===== config.mk =====
export PLATFORM = sky130hd
export DESIGN_NAME = spi_adc_scanner
export DESIGN_NICKNAME = d
export VERILOG_FILES = /design/src/rtl/adcseq_pkg.sv /design/src/rtl/adcseq_datapath.sv /design/src/rtl/adcseq_ctrl.sv /design/src/rtl/spi_adc_scanner.sv
export SDC_FILE = /design/constraint.sdc
export NUM_CORES = 1
export LEC_CHECK = 0
export BUFFER_PORTS_ARGS = -buffer_cell sky130_fd_sc_hd__buf_2
export CORE_MARGIN = 1.5
export CORE_UTILIZATION = 62
export DETAILED_ROUTE_END_ITERATION = 8
export GPL_ROUTABILITY_DRIVEN = 0
export PLACE_DENSITY = 0.79
export SLEW_MARGIN = 15
export SYNTH_ARGS = -nofsm -noshare
export SYNTH_HDL_FRONTEND = slang
export SYNTH_SLANG_ARGS = --single-unit
export TNS_END_PERCENT = 1

===== constraint.sdc =====
create_clock -name clk -period 3.04 [get_ports clk]
set_input_delay 0.152 -clock clk [delete_from_list [all_inputs] [get_ports clk]]
set_output_delay 0.152 -clock clk [all_outputs]
set_load 0.03 [all_outputs]

===== src/rtl/adcseq_pkg.sv =====
package adcseq_pkg;
  localparam int FRAME_BITS = 16;
  localparam int TAG_W      = 4;
  localparam int TAG_LSB    = 12;
  localparam int CH_LSB     = 7;

  localparam logic [FRAME_BITS-1:0] CFG_WORD   = 16'h1840;
  localparam logic [FRAME_BITS-1:0] PINCFG_WORD = 16'h4000;
  localparam logic [FRAME_BITS-1:0] FLUSH_WORD = 16'h0000;

  typedef struct packed {
    logic                  startFrame;
    logic [FRAME_BITS-1:0] txWord;
  } ctrlStrobe_t;

  typedef struct packed {
    logic             valid;
    logic [TAG_W-1:0] ch;
  } slotInfo_t;

  typedef enum logic [2:0] {
    ST_BOOT, ST_CFG, ST_PINCFG, ST_IDLE, ST_CHAN, ST_FLUSH_A, ST_FLUSH_B
  } seqState_t;

  function automatic logic [FRAME_BITS-1:0] chanCmd(input logic [TAG_W-1:0] ch);
    logic [FRAME_BITS-1:0] w;
    w = '0;
    w[TAG_LSB] = 1'b1;
    w[CH_LSB +: TAG_W] = ch;
    return w;
  endfunction
endpackage


===== src/rtl/adcseq_datapath.sv =====
module adcseq_datapath
  import adcseq_pkg::*;
#(
  parameter int CLK_DIV     = 4,
  parameter int SAMPLE_BITS = 12
) (
  input  logic                   clk,
  input  logic                   rst,
  input  ctrlStrobe_t            strobe,
  input  logic                   miso,
  output logic                   sclk,
  output logic                   csN,
  output logic                   mosi,
  output logic                   frameDone,
  output logic                   active,
  output logic [TAG_W-1:0]       rxTag,
  output logic [SAMPLE_BITS-1:0] sampleData
);
  localparam int HALF  = CLK_DIV / 2;
  localparam int DIV_W = (HALF > 1) ? $clog2(HALF) : 1;
  localparam int BIT_W = $clog2(FRAME_BITS);

  logic [DIV_W-1:0]      divCnt;
  logic [BIT_W-1:0]      bitCnt;
  logic [FRAME_BITS-1:0] txShift;
  logic [FRAME_BITS-1:0] rxShift;
  logic [FRAME_BITS-1:0] rxWord;
  logic                  halfTick;

  assign halfTick   = (divCnt == DIV_W'(HALF - 1));
  assign mosi       = txShift[FRAME_BITS-1];
  assign rxTag      = rxWord[TAG_LSB +: TAG_W];
  assign sampleData = rxWord[TAG_LSB-1 -: SAMPLE_BITS];

  always_ff @(posedge clk) begin
    if (rst) begin
      divCnt    <= '0;
      bitCnt    <= '0;
      txShift   <= '0;
      rxShift   <= '0;
      rxWord    <= '0;
      sclk      <= 1'b0;
      csN       <= 1'b1;
      active    <= 1'b0;
      frameDone <= 1'b0;
    end else begin
      frameDone <= 1'b0;
      if (strobe.startFrame) begin
        active  <= 1'b1;
        csN     <= 1'b0;
        sclk    <= 1'b0;
        txShift <= strobe.txWord;
        bitCnt  <= '0;
        divCnt  <= '0;
      end else if (active) begin
        if (halfTick) begin
          divCnt <= '0;
          if (!sclk) begin
            sclk    <= 1'b1;
            rxShift <= {rxShift[FRAME_BITS-2:0], miso};
          end else begin
            sclk <= 1'b0;
            if (bitCnt == BIT_W'(FRAME_BITS - 1)) begin
              active    <= 1'b0;
              csN       <= 1'b1;
              frameDone <= 1'b1;
              rxWord    <= rxShift;
            end else begin
              bitCnt  <= bitCnt + 1'b1;
              txShift <= {txShift[FRAME_BITS-2:0], 1'b0};
            end
          end
        end else begin
          divCnt <= divCnt + 1'b1;
        end
      end
    end
  end

  AST_SCLK_IDLE_LOW: assert property (@(posedge clk) disable iff (rst) csN |-> !sclk);
  AST_CS_GAP: assert property (@(posedge clk) disable iff (rst) $rose(csN) |=> csN);
  AST_DONE_DESELECTED: assert property (@(posedge clk) disable iff (rst) frameDone |-> (csN && !active));
endmodule


===== src/rtl/adcseq_ctrl.sv =====
module adcseq_ctrl
  import adcseq_pkg::*;
#(
  parameter int NUM_CH = 4
) (
  input  logic              clk,
  input  logic              rst,
  input  logic [NUM_CH-1:0] chanMask,
  input  logic              trigger,
  input  logic              frameDone,
  input  logic              dpActive,
  input  logic [TAG_W-1:0]  rxTag,
  output ctrlStrobe_t       strobe,
  output logic              sampleValid,
  output logic [TAG_W-1:0]  sampleCh,
  output logic              tagError,
  output logic              scanDone,
  output logic              overrun
);
  seqState_t         state;
  logic [NUM_CH-1:0] remMask;
  logic [NUM_CH-1:0] pickSrc;
  logic [NUM_CH-1:0] pickRest;
  logic [TAG_W-1:0]  pickCh;
  slotInfo_t         curSlot;
  slotInfo_t         pipeA;
  slotInfo_t         pipeB;

  always_comb begin
    pickSrc = (state == ST_IDLE) ? chanMask : remMask;
    pickCh  = '0;
    for (int i = NUM_CH - 1; i >= 0; i--) begin
      if (pickSrc[i]) pickCh = TAG_W'(i);
    end
    pickRest = pickSrc & ~(NUM_CH'(1) << pickCh);
  end

  assign sampleValid = frameDone && pipeB.valid;
  assign sampleCh    = pipeB.ch;
  assign tagError    = sampleValid && (rxTag != pipeB.ch);

  always_ff @(posedge clk) begin
    if (rst) begin
      state    <= ST_BOOT;
      strobe   <= '0;
      remMask  <= '0;
      curSlot  <= '0;
      pipeA    <= '0;
      pipeB    <= '0;
      scanDone <= 1'b0;
      overrun  <= 1'b0;
    end else begin
      strobe.startFrame <= 1'b0;
      scanDone          <= 1'b0;
      if (trigger && state != ST_IDLE) overrun <= 1'b1;
      if (frameDone) begin
        pipeB <= pipeA;
        pipeA <= curSlot;
      end
      case (state)
        ST_BOOT: begin
          strobe  <= '{startFrame: 1'b1, txWord: CFG_WORD};
          curSlot <= '0;
          state   <= ST_CFG;
        end
        ST_CFG: if (frameDone) begin
          strobe <= '{startFrame: 1'b1, txWord: PINCFG_WORD};
          state  <= ST_PINCFG;
        end
        ST_PINCFG: if (frameDone) state <= ST_IDLE;
        ST_IDLE: if (trigger) begin
          if (chanMask == '0) begin
            scanDone <= 1'b1;
          end else begin
            strobe  <= '{startFrame: 1'b1, txWord: chanCmd(pickCh)};
            curSlot <= '{valid: 1'b1, ch: pickCh};
            remMask <= pickRest;
            state   <= ST_CHAN;
          end
        end
        ST_CHAN: if (frameDone) begin
          if (remMask != '0) begin
            strobe  <= '{startFrame: 1'b1, txWord: chanCmd(pickCh)};
            curSlot <= '{valid: 1'b1, ch: pickCh};
            remMask <= pickRest;
          end else begin
            strobe  <= '{startFrame: 1'b1, txWord: FLUSH_WORD};
            curSlot <= '0;
            state   <= ST_FLUSH_A;
          end
        end
        ST_FLUSH_A: if (frameDone) begin
          strobe <= '{startFrame: 1'b1, txWord: FLUSH_WORD};
          state  <= ST_FLUSH_B;
        end
        ST_FLUSH_B: if (frameDone) begin
          scanDone <= 1'b1;
          state    <= ST_IDLE;
        end
        default: state <= ST_BOOT;
      endcase
    end
  end

  AST_START_WHEN_QUIET: assert property (@(posedge clk) disable iff (rst) strobe.startFrame |-> !dpActive);
  AST_BEAT_IN_SCAN: assert property (@(posedge clk) disable iff (rst) sampleValid |-> (state != ST_IDLE && state != ST_PINCFG));
  AST_BEAT_CH_RANGE: assert property (@(posedge clk) disable iff (rst) sampleValid |-> ({1'b0, sampleCh} < 5'(NUM_CH)));
  AST_DONE_QUIET: assert property (@(posedge clk) disable iff (rst) scanDone |-> !dpActive);
  AST_OVERRUN_STICKY: assert property (@(posedge clk) disable iff (rst) overrun |=> overrun);
endmodule


===== src/rtl/spi_adc_scanner.sv =====
module spi_adc_scanner
  import adcseq_pkg::*;
#(
  parameter int NUM_CH      = 4,
  parameter int SAMPLE_BITS = 12,
  parameter int CLK_DIV     = 4
) (
  input  logic                   clk,
  input  logic                   rst,
  input  logic [NUM_CH-1:0]      chanMask,
  input  logic                   trigger,
  input  logic                   spiMiso,
  output logic                   spiSclk,
  output logic                   spiCsN,
  output logic                   spiMosi,
  output logic                   sampleValid,
  output logic [SAMPLE_BITS-1:0] sampleData,
  output logic [3:0]             sampleCh,
  output logic                   sampleTagErr,
  output logic                   scanDone,
  output logic                   overrun
);
  ctrlStrobe_t      strobe;
  logic             frameDone;
  logic             dpActive;
  logic [TAG_W-1:0] rxTag;

  adcseq_ctrl #(.NUM_CH(NUM_CH)) ctrl_i (
    .clk(clk), .rst(rst), .chanMask(chanMask), .trigger(trigger),
    .frameDone(frameDone), .dpActive(dpActive), .rxTag(rxTag),
    .strobe(strobe), .sampleValid(sampleValid), .sampleCh(sampleCh),
    .tagError(sampleTagErr), .scanDone(scanDone), .overrun(overrun)
  );

  adcseq_datapath #(.CLK_DIV(CLK_DIV), .SAMPLE_BITS(SAMPLE_BITS)) dp_i (
    .clk(clk), .rst(rst), .strobe(strobe), .miso(spiMiso),
    .sclk(spiSclk), .csN(spiCsN), .mosi(spiMosi), .frameDone(frameDone),
    .active(dpActive), .rxTag(rxTag), .sampleData(sampleData)
  );
endmodule


==> results.tsv, run 1 <==
metric	value	unit
htreeDepth	3	
synth_cells	351	
num_rows	25	
maxCapViolations	0	
fmax	0.509	GHz
grt_pass1_wl	9.43	mm
final_cell_mix	79 x nand2_1, 75 x dfxtp_1, 42 x a21oi_1	
synth_edf_count	0	
grt_overflow	0	
core_area	0.00472	mm^2
start_kind	flop	
status	complete, no violations	
cts_tree	done	
drtIter0Drc	140	
setup_viol	0	
drc	0	
clkLatencyLatePin	340	ps
min_path_type	in2reg	
avgSynthCellArea	8.68	um^2
critPathKind	reg2reg	
fin_setup_tns	0	ps
async_flop_share	0	%
gr-usage-all-layers	22.7	%
ant_nets	0	
syn_to_final_growth	12.2	%
fin_crit	1960	ps
power_density	585	mW/mm^2
drt-pass1-iter-count	4	
crit_fanout	13	
clk_path_buf_depth	2	
antenna_found_initial	0	
synth_flop_cell	dfxtp_1	
yosysWarnings	0	
drt-total-wl	5.55	mm
period_share	64.6	%
fp.dieW	73.1	um
hpwl	3.64	mm
cts_hold_buf	0	
initial_utilization	64.5	%
num_vias	2374	
syn-cell-area	0.00305	mm^2
tightest_slew	970	ps
worst_clock_skew	6.67	ps
cts_root_buffer	clkbuf_8	
relSlewSlack	35.0	%
via_per_inst	5.40	
fin_nets	377	
hold_viol_final	0	
grt_max_degree	36	
power_leakage	1.40	nW
diodes	0	
synth-seq-cells	75	
fp.dieH	73.1	um
p_total	2.00	mW
avgRoutedWirePerCell	12.6	um
grt_pass1_vias	2123	
final_common_cell	nand2_1	
clk_pin_slew_worst_paths	80	ps
peakVddDrop	0.000414	V
postCtsSetupRepairBufs	0	
cts_buffers	9	
ys_seq_area_share	49.3	%
synth_cell_types	49	
die_area	0.00535	mm^2
port_buffers	28	
critPathCaptureType	flop	
cts.sinks	75	
drive_gt1_share	15.5	%
top_level_ports	31	
required	3320	ps
worstPathArrival	2240	ps
drv_slew	0	
ctsResizeCount	0	
rsz0062_at_grt	no	
## flip-flops by register name (all words and copies together) (netlist names)
register	count
dp_i.txShift	10
ctrl_i.sampleCh	2
ctrl_i.pipeA	3
dp_i.active	1
ctrl_i.curSlot	3
dp_i.rxWord	16
ctrl_i.strobe	6
dp_i.bitCnt	4
dp_i.csN	1
ctrl_i.remMask	4
dp_i.sclk	1
ctrl_i.pipeB	1
ctrl_i.state	3
dp_i.divCnt	1
dp_i.rxShift	16
ctrl_i.scanDone	1
ctrl_i.overrun	1
dp_i.frameDone	1
## final timing paths
kind                                              startpoint                             to  slack, ps  cells after the start
worst min register to register   dp_i.rxWord[7]$_SDFFE_PP0P_    dp_i.rxWord[7]$_SDFFE_PP0P_        450                      2
worst min-delay path                                 spiMiso   dp_i.rxShift[0]$_SDFFE_PP0P_         40                      3
worst max-delay path            ctrl_i.state[0]$_SDFFE_PP0P_  ctrl_i.strobe[7]$_SDFFE_PP0P_       1080                      4
worst max register to register  ctrl_i.state[0]$_SDFFE_PP0P_  ctrl_i.strobe[7]$_SDFFE_PP0P_       1080                      4
## final cells by class
class	instances	area [um^2]
Inverter	5	18.8
Clock buffer	10	138
Timing Repair Buffer	29	148
Clock inverter	6	113
Fill cell	364	1310
Sequential cell	75	1500
Multi-Input combinational cell	248	1420
Tap cell	67	83.8
## metal layers
metal,vias to the layer above,global-route usage [%],share of wire [%]
met5,-,0,0
met4,0,10.7,1.3
met3,7,4.97,4.5
met2,61,35.3,46
met1,1076,30.0,48
li1,1230,-,-
## Yosys cell counts (2+ instances only)
cell type / number / area [um^2]
clkbuf_1: 13 / 48.8
o21ai_0: 6 / 30.0
a2111oi_2: 2 / 30.0
o21ai_1: 3 / 15.0
mux2i_1: 16 / 160
or3_1: 4 / 25.0
nor2b_1: 4 / 25.0
nand3_1: 6 / 30.0
o41a_1: 2 / 22.5
a21oi_1: 42 / 210
nor3_1: 3 / 15.0
nand2_1: 79 / 297
o2111ai_1: 2 / 17.5
and3_1: 4 / 25.0
nor2_1: 31 / 116
a211oi_1: 8 / 60.1
buf_1: 3 / 11.3
inv_1: 5 / 18.8
xor2_1: 5 / 43.8
dfxtp_1: 75 / 1500
nand2b_1: 3 / 18.8
buf_4: 6 / 45.0
buf_2: 2 / 10.0
nor3_2: 2 / 20.0
## report_power, final
part	internal, mW	switching [mW]	leakage [nW]	total [mW]
registers	0.993	0.0108	0.607	1.00
logic	0.0213	0.0510	0.667	0.0723
clock network	0.569	0.356	0.126	0.924
total	1.58	0.417	1.40	2.00
## worst max-delay path, stage by stage (launching register included)
cell     delay [ps]
dfxtp_1         550
and3b_1         500
o21ai_0         160
o41ai_1         520
a31o_1          170
## cell families after synthesis
logic type	Yosys count	synth area share (%)
adder cells (fa/ha/maj)	1	0.410
buffers and inverters	29	4.39
other	1	0.123
AND/OR/NAND/NOR	146	21.5
multiplexers	16	5.25
XOR/XNOR	6	1.72
flip-flops	75	49.3
AO/OA/AOI/OAI	77	17.3
## per-stage QoR
| stage | hold slack [ps] | setup WS, ps | instance area [um^2] | util, % | instances |
|---|---|---|---|---|---|
| 2_1_floorplan | 288 | 1390 | 3050 | - | 352 |
| 3_3_place_gp | 396 | 1070 | 3170 | 67.1 | 424 |
| 3_5_place_dp | 399 | 1070 | 3170 | 67.1 | 424 |
| 4_1_cts | 32.9 | 1060 | 3420 | 72.4 | 440 |
| 5_1_grt | 43.2 | 872 | 3420 | 72.4 | 440 |
| 6_report | 41.6 | 1080 | 3420 | 72.4 | 440 |
Note: power is estimated with default switching activity, not from simulation.
==> inputs of run 2 (changes only) <==
--- a/config.mk
+++ b/config.mk
@@ -5,12 +5,13 @@
 export SDC_FILE = /design/constraint.sdc
 export NUM_CORES = 1
 export LEC_CHECK = 0
+export ABC_AREA = 1
 export BUFFER_PORTS_ARGS = -buffer_cell sky130_fd_sc_hd__buf_2
 export CORE_MARGIN = 1.5
-export CORE_UTILIZATION = 62
+export CORE_UTILIZATION = 52
 export DETAILED_ROUTE_END_ITERATION = 8
 export GPL_ROUTABILITY_DRIVEN = 0
-export PLACE_DENSITY = 0.79
+export PLACE_DENSITY = 0.7
 export SLEW_MARGIN = 15
 export SYNTH_ARGS = -nofsm -noshare
 export SYNTH_HDL_FRONTEND = slang
==> constraint.sdc (replaced) <==
create_clock -name clk -period 1.6 [get_ports clk]
set_input_delay 0.08 -clock clk [delete_from_list [all_inputs] [get_ports clk]]
set_output_delay 0.08 -clock clk [all_outputs]
set_load 0.03 [all_outputs]
==> run 2 against run 1 <==
Against the previous run: register-to-register slack worse by 900 ps; cell count is 20% higher; utilization decreased by 10 points; largest power group unchanged; worst hold slack better by 39 ps; sequential share of layout area down 0.80 points; critical path depth unchanged; first-iteration DRC count shrank 11%; sequential power increased by 110%; clock power grew 40%; area after synthesis increased by 0.45%; die area up 19%.
==> results.tsv, run 2 <==
metric	value	unit	change
final_area	0.00349	mm^2	was 0.00342 mm^2
synthMuxAreaShare	0	%	was 5.25%
placed_area	0.00325	mm^2	was 0.00317 mm^2
required	1520	ps	was 3320 ps
yosysWarnings	0		unchanged
post-route-util	62.2	%	was 72.4%
synthSimpleGateAreaFrac	27.9	%	was 21.5%
yosys.area.top_type	dfxtp_1		unchanged
grt-busiest-layer	met2		unchanged
htreeDepth	3		unchanged
peakVddDrop	0.000784	V	was 0.000414 V
instances_no_fill	526		was 440
synth_cells	416		was 351
r2r_end	dp_i.bitCnt[3]$_SDFFE_PP0P_		was ctrl_i.strobe[7]$_SDFFE_PP0P_
hold_viol_final	0		unchanged
yosys.area_share.xor_xnor	0.286	%	was 1.72%
fmax	0.682	GHz	
synth_cell_types	30		was 49
cts_root_buffer	clkbuf_8		unchanged
die_area	0.00636	mm^2	was 0.00535 mm^2
crit_chain	inv_1 -> or2_2 -> a41oi_1 -> buf_2		was and3b_1 -> o21ai_0 -> o41ai_1 -> a31o_1
fin_nets	458		was 377
grtUsageMet1	28.3	%	was 30.0%
antenna_found_initial	0		unchanged
min_path_type	in2reg		unchanged
syn_to_final_growth	13.9	%	was 12.2%
gr-usage-all-layers	21.8	%	was 22.7%
ant_nets	0		unchanged
ff_latch_area	0.00150	mm^2	about the same
fp.dieH	79.7	um	was 73.1 um
synthAdderAreaFrac	0.409	%	was 0.411%
critPathKind	reg2out		was reg2reg
cts.sinks	75		unchanged
drtIter0Drc	124		was 140
cts_buffers	9		unchanged
avgRoutedWirePerCell	11.5	um	was 12.6 um
clkLatencyLatePin	340	ps	about the same
use_met3	6.97	%	was 4.97%
worst_clock_skew	9.66	ps	was 6.67 ps
clk_pin_slew_worst_paths	80	ps	about the same
yosysMostFrequentCell	nor2_1		was nand2_1
top_level_ports	31		unchanged
initial_utilization	54.6	%	was 64.5%
r2r_slack	180	ps	was 1080 ps
dp.cells	506		was 424
critPathSlowestCell	dfxtp_1		unchanged
grt_max_degree	25		was 36
drive_gt1_share	17.8	%	was 15.5%
power_leakage	1.59	nW	was 1.40 nW
critPathCaptureType	output pin		was flop
max_stage_delay	330	ps	was 550 ps
drv_slew	0		unchanged
worstHoldPathCells	4		was 3
met2_usage	34.7	%	was 35.3%
period_share	91.7	%	
yosys-top-cells-count	108 x nor2_1, 75 x dfxtp_1, 56 x nand2_1		was 79 x nand2_1, 75 x dfxtp_1, 42 x a21oi_1
fill_cells	556		was 364
fp.dieW	79.7	um	was 73.1 um
maxCapViolations	0		unchanged
reg.largest.list	dp_i.rxShift: 16 flops, dp_i.rxWord: 16 flops, dp_i.txShift: 10 flops		unchanged
port_buffers	28		unchanged
ys_seq_area_share	49.0	%	was 49.3%
grt_pass1_wl	10.9	mm	was 9.43 mm
num_rows	27		was 25
syn-cell-area	0.00306	mm^2	was 0.00305 mm^2
grt_pass1_vias	2519		was 2123
async_flop_share	0	%	unchanged
power_density	1240	mW/mm^2	was 585 mW/mm^2
ys_top_cells_by_area	dfxtp_1 49%, nor2_1 13%, nand2_1 6.9%		was dfxtp_1 49%, nand2_1 9.7%, a21oi_1 6.9%
hpwl	4.18	mm	was 3.64 mm
status	complete, no violations		unchanged
min_to	ctrl_i.scanDone$_SDFF_PP0_		was dp_i.rxShift[0]$_SDFFE_PP0P_
via_per_inst	5.06		was 5.40
worstPathArrival	1390	ps	was 2240 ps
synth_edf_count	0		unchanged
cts_tree	done		unchanged
r2r-start	dp_i.bitCnt[0]$_SDFFE_PP0P_		was ctrl_i.state[0]$_SDFFE_PP0P_
num_vias	2662		was 2374
synth_flop_cell	dfxtp_1		unchanged
synth-seq-cells	75		unchanged
start_kind	flop		unchanged
multi_input_area	0.00133	mm^2	was 0.00142 mm^2
fin_setup_tns	0	ps	unchanged
core_area	0.00561	mm^2	was 0.00472 mm^2
rsz0062_at_grt	no		unchanged
diodes	0		unchanged
drc	0		unchanged
hold_path.startpoint	chanMask[2]		was spiMiso
final_common_cell	nor2_1		was nand2_1
synth_top_family_by_area	simple AND/OR/NAND/NOR gates		unchanged
fin_crit	1470	ps	
avgSynthCellArea	7.36	um^2	was 8.68 um^2
drt-pass1-iter-count	4		unchanged
final_cell_mix	108 x nor2_1, 73 x dfxtp_1, 56 x nand2_1		was 79 x nand2_1, 75 x dfxtp_1, 42 x a21oi_1
grt_overflow	0		unchanged
clk_path_buf_depth	2		unchanged
setup_viol	0		unchanged
synth_top_area_share	49.0	%	was 49.3%
synth_compound_gate_area_share	14.5	%	was 17.3%
drt-total-wl	6.02	mm	was 5.55 mm
r2r.worst_path.cells	9		was 4
crit_fanout	3		was 13
-- run 2: changes by cell type in the layout (fill, tap and decap cells not counted), moves of 5 or more --
cell and change:
nand3_1 +13, a21oi_1 -20, inv_2 +11, mux2i_1 -16, inv_1 +15, nor2_1 +77
o21ai_0 +33, o21ai_1 +13, a211oi_1 -6, nand2_1 -23, xor2_1 -5, buf_4 +8
-- run 2: stage by stage --
| step | power [mW] | hold WS [ps] | setup WS (ps) |
|---|---|---|---|
| after CTS | 4.37 | 63.2 | 37.8 |
| after global routing | 4.60 | 114 | 43.1 |
| after detailed placement | 3.07 | 312 | 43.7 |
| after floorplan | 2.89 | 215 | 176 |
| final | 4.34 | 80.8 | 133 |
| after global placement | 3.06 | 304 | 85.4 |
-- run 2: repair_timing --
item	4_1_cts	5_1_grt
gates resized for setup	0	8
endpoints found under the setup margin	0	22
setup buffers	0	1
hold buffers	3	0
endpoints found under the hold margin	3	0
-- run 2: worst max-delay path, delay by kind of cell, from the launching register on --
kind / cells / cell delay (ps)
buffers and inverters: 2 / 280
AOI/OAI and AO/OA: 1 / 170
DFF: 1 / 330
and+or+nand+nor: 1 / 270
-- run 2: layer usage --
layer | share of wire, % | vias to the layer above
met3 | 3.7 | 2
li1 | - | 1408
met5 | 0 | -
met4 | 0.40 | 0
met2 | 47 | 46
met1 | 49 | 1206
-- run 2: cell type report --
class	count	share of cell area, %
Inverter	32	3.66
Multi-Input combinational cell	290	38.2
Clock inverter	6	1.40
Sequential cell	75	43.1
Timing Repair Buffer	41	7.39
Clock buffer	10	3.66
Tap cell	72	2.58
-- run 2: worst max path at each step --
stage	from	to	cells after the start
final	ctrl_i.sampleCh[1]$_SDFFE_PP0P_	sampleTagErr	4
after global routing	ctrl_i.state[2]$_SDFFE_PP0P_	ctrl_i.curSlot[0]$_SDFFE_PP0P_	9
after CTS	dp_i.active$_SDFF_PP0_	dp_i.rxWord[14]$_SDFFE_PP0P_	6
after detailed placement	dp_i.active$_SDFF_PP0_	dp_i.rxWord[13]$_SDFFE_PP0P_	6
after global placement	dp_i.divCnt$_SDFFE_PP0P_	dp_i.rxWord[12]$_SDFFE_PP0P_	6
after floorplan	dp_i.sclk$_SDFFE_PP0P_	dp_i.bitCnt[3]$_SDFFE_PP0P_	7
-- run 2: kinds of logic (layout without fill, tap and decap cells) --
kind of cell               after synthesis  after routing
other                                    1              2
and+or+nand+nor                        201            201
xor gates and xnor gates                 1              1
adders and majority gates                1              1
AOI/OAI and AO/OA                       85             85
DFF                                     75             75
buffers and inverters                   52             89
-- run 2: report_power, final --
part / switching [mW] / leakage [nW] / total, mW / internal (mW)
clock network: 0.715 / 0.0912 / 1.29 / 0.580
registers: 0.127 / 0.608 / 2.15 / 2.02
logic: 0.600 / 0.893 / 0.900 / 0.300
